==> src/rtl/cc_pkg.sv <==
// Shared types for the capture/compare channel.
// Assumes the mode word is exactly seven bits, with compare enable at the top.
package cc_pkg;
    typedef struct packed {
        logic cmp_en;    // bit 6
        logic cap_pos;   // bit 5
        logic cap_neg;   // bit 4
        logic match_en;  // bit 3
        logic toggle_en; // bit 2
        logic pwm_en;    // bit 1
        logic irq_en;    // bit 0
    } mode_t;

    localparam int MODE_W = $bits(mode_t);
endpackage

==> src/rtl/cc_edge_sync.sv <==
// Synchronises an asynchronous pin through STAGES flops and flags the selected edges.
// Assumes the pin is low at reset. The edge strobe is combinational off the last flops.
module cc_edge_sync #(
    parameter int STAGES = 2
) (
    input  logic clk,
    input  logic rst_n,
    input  logic pin_in,
    input  logic rise_en,
    input  logic fall_en,
    output logic edge_evt
);
    logic [STAGES:0] chain;
    logic            cur_lvl;
    logic            old_lvl;

    // Shift the pin through the synchroniser and one history flop.
    always_ff @(posedge clk) begin
        if (!rst_n) chain <= '0;
        else        chain <= {chain[STAGES-1:0], pin_in};
    end

    assign cur_lvl  = chain[STAGES-1];
    assign old_lvl  = chain[STAGES];

    // Select qualifying transitions.
    always_comb begin
        edge_evt = (rise_en & cur_lvl & ~old_lvl) | (fall_en & ~cur_lvl & old_lvl);
    end

    // a rising event implies the pin was high STAGES edges earlier (checked for the two-flop default).
    p_edge_latency_r2: assert property (@(posedge clk) disable iff (!rst_n)
        (STAGES == 2 && rise_en && !fall_en && edge_evt) |-> $past(pin_in, 2));
endmodule

==> src/rtl/cc_compare.sv <==
// Equality and PWM comparison against the shared counter.
// Assumes cnt_tick is high once per counter increment. Purely combinational.
module cc_compare #(
    parameter int CW = 16
) (
    input  logic          cmp_en,
    input  logic          pwm_en,
    input  logic [CW-1:0] cnt_val,
    input  logic          cnt_tick,
    input  logic [CW-1:0] cap_q,
    output logic          match_hit,
    output logic          pwm_step,
    output logic          pwm_wrap,
    output logic          pwm_level
);
    localparam int HW = CW / 2;

    logic [HW-1:0] duty_eff;

    // Full-width match, one per increment.
    always_comb match_hit = cmp_en & cnt_tick & (cnt_val == cap_q);

    // PWM: low-byte wrap, effective duty, output level.
    always_comb begin
        pwm_step  = cmp_en & pwm_en & cnt_tick;
        pwm_wrap  = pwm_step & (cnt_val[HW-1:0] == '0);
        duty_eff  = pwm_wrap ? cap_q[CW-1:HW] : cap_q[HW-1:0];
        pwm_level = (cnt_val[HW-1:0] >= duty_eff);
    end
endmodule

==> src/rtl/cc_flag_irq.sv <==
// Sticky event flag and its two interrupt requests.
// Assumes a hardware set takes priority over a software clear in the same cycle.
module cc_flag_irq (
    input  logic clk,
    input  logic rst_n,
    input  logic set_evt,
    input  logic clr,
    input  logic irq_en,
    input  logic shared_en,
    output logic flag,
    output logic irq_chan,
    output logic irq_shared
);
    // Hold the flag until software clears it.
    always_ff @(posedge clk) begin
        if (!rst_n)       flag <= 1'b0;
        else if (set_evt) flag <= 1'b1;
        else if (clr)     flag <= 1'b0;
    end

    // Gate the flag onto both requests.
    always_comb begin
        irq_chan   = flag & irq_en;
        irq_shared = flag & shared_en;
    end

    p_flag_sticky_r9: assert property (@(posedge clk) disable iff (!rst_n)
        (flag && !clr) |=> flag);
    p_set_beats_clr_r9: assert property (@(posedge clk) disable iff (!rst_n)
        set_evt |=> flag);
endmodule

==> src/rtl/cc_channel.sv <==
// One capture/compare channel on a shared counter: edge capture, match flag,
// toggle on match and 8-bit PWM with duty reload at low-byte wrap.
// Assumes the counter and bus decoding live outside. Register strobes are single-cycle.
module cc_channel #(
    parameter int CW          = 16,
    parameter int SYNC_STAGES = 2
) (
    input  logic                    clk,
    input  logic                    rst_n,
    input  logic [CW-1:0]           cnt_val,
    input  logic                    cnt_tick,
    input  logic                    mode_wr,
    input  logic [cc_pkg::MODE_W-1:0] mode_wdata,
    input  logic                    caplo_wr,
    input  logic                    caphi_wr,
    input  logic [CW/2-1:0]         cap_wdata,
    input  logic                    flag_clr,
    input  logic                    shared_en,
    input  logic                    pin_in,
    output logic [cc_pkg::MODE_W-1:0] mode_q,
    output logic [CW-1:0]           cap_q,
    output logic                    pin_out,
    output logic                    evt_flag,
    output logic                    irq_chan,
    output logic                    irq_shared
);
    import cc_pkg::*;
    localparam int HW = CW / 2;

    mode_t mode_r;
    logic  cap_evt, match_hit, pwm_step, pwm_wrap, pwm_level;
    logic  flag_set;

    // Mode word register.
    always_ff @(posedge clk) begin
        if (!rst_n)       mode_r <= '0;
        else if (mode_wr) mode_r <= mode_t'(mode_wdata);
    end
    assign mode_q = mode_r;

    cc_edge_sync #(.STAGES(SYNC_STAGES)) u_sync (
        .clk(clk), .rst_n(rst_n), .pin_in(pin_in),
        .rise_en(mode_r.cap_pos), .fall_en(mode_r.cap_neg),
        .edge_evt(cap_evt)
    );

    cc_compare #(.CW(CW)) u_cmp (
        .cmp_en(mode_r.cmp_en), .pwm_en(mode_r.pwm_en),
        .cnt_val(cnt_val), .cnt_tick(cnt_tick), .cap_q(cap_q),
        .match_hit(match_hit), .pwm_step(pwm_step),
        .pwm_wrap(pwm_wrap), .pwm_level(pwm_level)
    );

    // Capture/compare register: capture first, then reload or software bytes.
    always_ff @(posedge clk) begin
        if (!rst_n) begin
            cap_q <= '0;
        end else if (cap_evt) begin
            cap_q <= cnt_val;
        end else begin
            if (pwm_wrap)      cap_q[HW-1:0] <= cap_q[CW-1:HW];
            else if (caplo_wr) cap_q[HW-1:0] <= cap_wdata;
            if (caphi_wr)      cap_q[CW-1:HW] <= cap_wdata;
        end
    end

    // Output pin: PWM level, else toggle on match, else hold.
    always_ff @(posedge clk) begin
        if (!rst_n)
            pin_out <= 1'b1;
        else if (pwm_step)
            pin_out <= pwm_level;
        else if (match_hit && mode_r.match_en && mode_r.toggle_en)
            pin_out <= ~pin_out;
    end

    assign flag_set = cap_evt | (match_hit & mode_r.match_en);

    cc_flag_irq u_flag (
        .clk(clk), .rst_n(rst_n), .set_evt(flag_set), .clr(flag_clr),
        .irq_en(mode_r.irq_en), .shared_en(shared_en),
        .flag(evt_flag), .irq_chan(irq_chan), .irq_shared(irq_shared)
    );

    p_capture_loads_r2: assert property (@(posedge clk) disable iff (!rst_n)
        cap_evt |=> (cap_q == $past(cnt_val)));
    p_hso_toggle_r6: assert property (@(posedge clk) disable iff (!rst_n)
        (match_hit && mode_r.match_en && mode_r.toggle_en && !mode_r.pwm_en) |=> (pin_out != $past(pin_out)));
    p_pwm_level_r7: assert property (@(posedge clk) disable iff (!rst_n)
        pwm_step |=> (pin_out == ($past(cnt_val[HW-1:0]) >= (($past(cnt_val[HW-1:0]) == '0) ? $past(cap_q[CW-1:HW]) : $past(cap_q[HW-1:0])))));
    p_duty_reload_r8: assert property (@(posedge clk) disable iff (!rst_n)
        (pwm_wrap && !cap_evt) |=> (cap_q[HW-1:0] == $past(cap_q[CW-1:HW])));
    p_noop_hold_r11: assert property (@(posedge clk) disable iff (!rst_n)
        (mode_r == '0) |=> $stable(pin_out));
endmodule

==> config.mk <==
export PLATFORM = sky130hd
export DESIGN_NAME = cc_channel
export DESIGN_NICKNAME = d
export VERILOG_FILES = /design/src/rtl/cc_pkg.sv /design/src/rtl/cc_edge_sync.sv /design/src/rtl/cc_compare.sv /design/src/rtl/cc_flag_irq.sv /design/src/rtl/cc_channel.sv
export SDC_FILE = /design/constraint.sdc
export NUM_CORES = 1
export LEC_CHECK = 0
export BUFFER_PORTS_ARGS = -buffer_cell sky130_fd_sc_hd__buf_2
export CAP_MARGIN = 0
export CORE_MARGIN = 2
export CORE_UTILIZATION = 25
export CTS_BUF_LIST = sky130_fd_sc_hd__clkbuf_8 sky130_fd_sc_hd__clkbuf_16
export DETAILED_ROUTE_END_ITERATION = 10
export PLACE_DENSITY = 0.47
export SETUP_SLACK_MARGIN = 0.1
export SLEW_MARGIN = 20
export SYNTH_ARGS = -nofsm -noshare
export SYNTH_HDL_FRONTEND = slang
export SYNTH_SLANG_ARGS = --single-unit
==> constraint.sdc <==
create_clock -name clk -period 7.15 [get_ports clk]
set_clock_uncertainty 0.2 [all_clocks]
set_input_delay 0.715 -clock clk [delete_from_list [all_inputs] [get_ports clk]]
set_output_delay 0.715 -clock clk [all_outputs]
set_load 0.005 [all_outputs]
==> impl_metrics.toml <==
[sta]
final-setup-viol-count = 0
worstMarginPinSlew_ps = 996
final-max-slew-violation-count = 0
period_minus_slack_ps = 3060
fin_crit_sh_pct = 42.8
fin_ws_ps = 4090
maxClockFrequency_mhz = 326
slew_headroom_pct = 33.6
rsz0062_at_grt = "false"
final_hold_viols = 0
tns_ps = 0

[cells_and_area]
area.growth.synth_to_final_pct = 24.0
layout.core_utilization_pct = 32.0
leading_cell_type_in_the_layout_fill_and_taps_excluded = "sky130_fd_sc_hd__buf_2"
most-common-layout-cells = "66 x sky130_fd_sc_hd__buf_2, 28 x sky130_fd_sc_hd__dfxtp_1, 22 x sky130_fd_sc_hd__mux2i_1"
multiInputGateArea_um2 = 1090
seq_area_um2 = 561
antenna_cells_inserted = 0
nNetsFinal = 296
drive_gt1_share_pct = 30.0
layout_fillers = 761

[power]
power_switching_w = 0.0000999
ir_worst_vdd_mv = 0.0663
cellPowerDensity_nw_per_um2 = 163
power.combinational.fraction_pct = 21.2
power_frac_clock_pct = 28.9
internal_power_w = 0.000254
pwr-share-seq_pct = 49.9
power_switching_share_pct = 28.3
p_leak_nw = 1.08

[setup_path]
critical_path.startpoint = "cnt_val[1]"
reg_to_reg_startpoint = "mode_q[6]$_SDFFE_PN0P_"
cp-end-kind = "register"
worst_setup_start_kind = "primary input"
crit_chain = "buf_2 > nor4_1 > and3_2 > mux2i_1 > ha_1 > a21oi_1 > nor2_1 > a2111oi_0 > o41a_1 > o211ai_1"
critical_path_required_ps = 7100
critical_setup_path_class = "primary input to register"
worst-endpoint-arrival_ps = 3010
path_buf_inv = 1
worst_path_largest_cell_delay_ps = 460
crit_path_max_fanout = 13
cpLargestDelayFamily = "simple AND/OR/NAND/NOR gates"
crit_slowest_cell = "sky130_fd_sc_hd__and3_2"

[synth]
synth_ff_type = "sky130_fd_sc_hd__dfxtp_1"
synth-async-reset-ratio_pct = 0
synth-seq-area-share_pct = 32.0
synth-edff-count = 0
synth_seq_cells = 28
post_synth.cell_area_avg_um2 = 9.16
synthDistinctLibCells = 40
synth_warnings = 0
syn-num-nets = 239
post_synth_inst_count = 191
synthesis.area_um2 = 1750

[detailed_routing]
drt_iter0_drc = 61
post_drt_antenna_nets = 0
route.vias.total = 1574
per_cell_routed_wire_length_um = 14.5
route.met2.wl_um = 2220
drt_wl_total_um = 4980
met3WireLength_um = 261
met1_length_um = 2470
post-route-drc-count = 0
highest-signal-layer = "met4"
drt-vias-per-instance = 4.59
drtPass1Iterations = 4

[floorplanning]
die_area_um2 = 7690
placeable_core_area_um2 = 6790
top_level_ports = 67
die_w_um = 87.7
dieHeight_um = 87.7
placement_rows = 30
initial_standard_cell_utilization_of_the_core_pct = 25.8

[cts]
tritoncts = "done"
cts-root-buf = "sky130_fd_sc_hd__clkbuf_8"
cts.sinks = 28
postCtsHoldBufs = 0
clk_pin_slew_worst_paths_ps = 100
cts_resized = 0
clk_path_buf_depth = 2
clock_tree.htree_level_count = 1
post_cts_buffers = 0
tritoncts.num_buffers = 3
insertion_delay_ps = 280

[global_route]
grt_antenna_before_repair = 0
grt_max_degree = 29
grt_overall_usage_pct = 13.4
grt_overflow_total = 0
via_count_of_the_first_global_routing_pass = 1514
grt_first_pass_wirelength_um = 7900

[worst_hold_path]
hold_path_start = "u_sync.chain[0]$_SDFF_PN0_"
hp-class = "register to register"

[place]
detailed_place_hpwl_um = 3850
buffer_ports.inserted = 66
preCtsSetupSlack_ps = 3780
gpl_wtd_cong = 0.859

[run]
max_cap_violations = 0

[outcome]
run_status = "finished, final reports clean"
==> flip-flops by register name, indices dropped and copies added, names as in the netlist <==
register	flops
u_flag.flag	1
mode_q	7
pin_out	1
u_sync.chain	3
cap_q	16
==> cell usage after synthesis, types with 4 or more instances <==
cell	count	area share, %
sky130_fd_sc_hd__nand2_1	21	4.5
sky130_fd_sc_hd__ha_1	8	5.7
sky130_fd_sc_hd__xnor2_1	13	6.5
sky130_fd_sc_hd__nor2b_1	8	2.9
sky130_fd_sc_hd__clkbuf_1	4	0.86
sky130_fd_sc_hd__o211a_1	8	4.6
sky130_fd_sc_hd__a21oi_1	4	1.1
sky130_fd_sc_hd__dfxtp_1	28	32
sky130_fd_sc_hd__and2_1	5	1.8
sky130_fd_sc_hd__inv_1	4	0.86
sky130_fd_sc_hd__nand4_1	4	1.4
sky130_fd_sc_hd__a21boi_1	6	2.6
sky130_fd_sc_hd__mux2i_1	22	13
sky130_fd_sc_hd__buf_4	6	2.6
sky130_fd_sc_hd__a221o_1	6	3.4
sky130_fd_sc_hd__o21ai_1	9	2.6
==> worst reg2reg max path, stage by stage (launching register included) <==
cell	delay, ps
sky130_fd_sc_hd__dfxtp_1	400
sky130_fd_sc_hd__and3_1	270
sky130_fd_sc_hd__and3_2	400
sky130_fd_sc_hd__mux2i_1	230
sky130_fd_sc_hd__ha_1	250
sky130_fd_sc_hd__a21oi_1	130
sky130_fd_sc_hd__nor2_1	50
sky130_fd_sc_hd__a2111oi_0	300
sky130_fd_sc_hd__o41a_1	220
sky130_fd_sc_hd__o211ai_1	90
==> path summary, 6_finish.rpt <==
| path | cells past startpoint | slack, ps | endpoint |
|---|---|---|---|
| hold reg to reg | 1 | 240 | u_sync.chain[1]$_SDFF_PN0_ |
| hold / removal | 1 | 240 | u_sync.chain[1]$_SDFF_PN0_ |
| setup / recovery | 10 | 4090 | pin_out$_SDFFE_PN1P_ |
| setup reg to reg | 9 | 4470 | pin_out$_SDFFE_PN1P_ |
==> layout make-up <==
class / instances / share of cell area, %
timing repair buffer: 66 / 15.2
sequential: 28 / 25.8
multi-input combinational: 145 / 50.2
clock buffer: 4 / 2.54
inverter: 4 / 0.692
tap: 96 / 5.53
==> power by group through the flow <==
stage	clock network [W]	logic, W	registers, W
global placement	0	0.0000765	0.000180
floorplan	0	0.0000456	0.000178
detailed placement	0	0.0000761	0.000180
finish	0.000102	0.0000751	0.000176
global route	0.000114	0.0000847	0.000179
CTS	0.000108	0.0000764	0.000176
==> cell families after synthesis <==
logic type                 Yosys count  synth area share, %
AOI/OAI and AO/OA                   44                 19.4
adders and majority gates            8                 5.72
and+or+nand+nor                     55                 16.5
buffers and inverters               18                 5.72
xor gates and xnor gates            16                 8.01
muxes                               22                 12.6
DFF                                 28                 32.0
==> per-layer routing <==
metal  vias up  track usage (%)
met5         -                0
met4         0             2.52
met3         4             2.73
met2        44             21.1
met1       719             18.9
li1        807                -
==> stage by stage <==
step | std cells | hold slack [ps] | area, µm² | power [W]
finish | 343 | 243 | 2170 | 0.000353
global placement | 339 | 214 | 2120 | 0.000257
CTS | 343 | 248 | 2170 | 0.000361
floorplan | 191 | 212 | 1750 | 0.000224
global route | 343 | 265 | 2170 | 0.000377
detailed placement | 339 | 223 | 2120 | 0.000256
No activity file was read; power rests on OpenSTA's default activity.
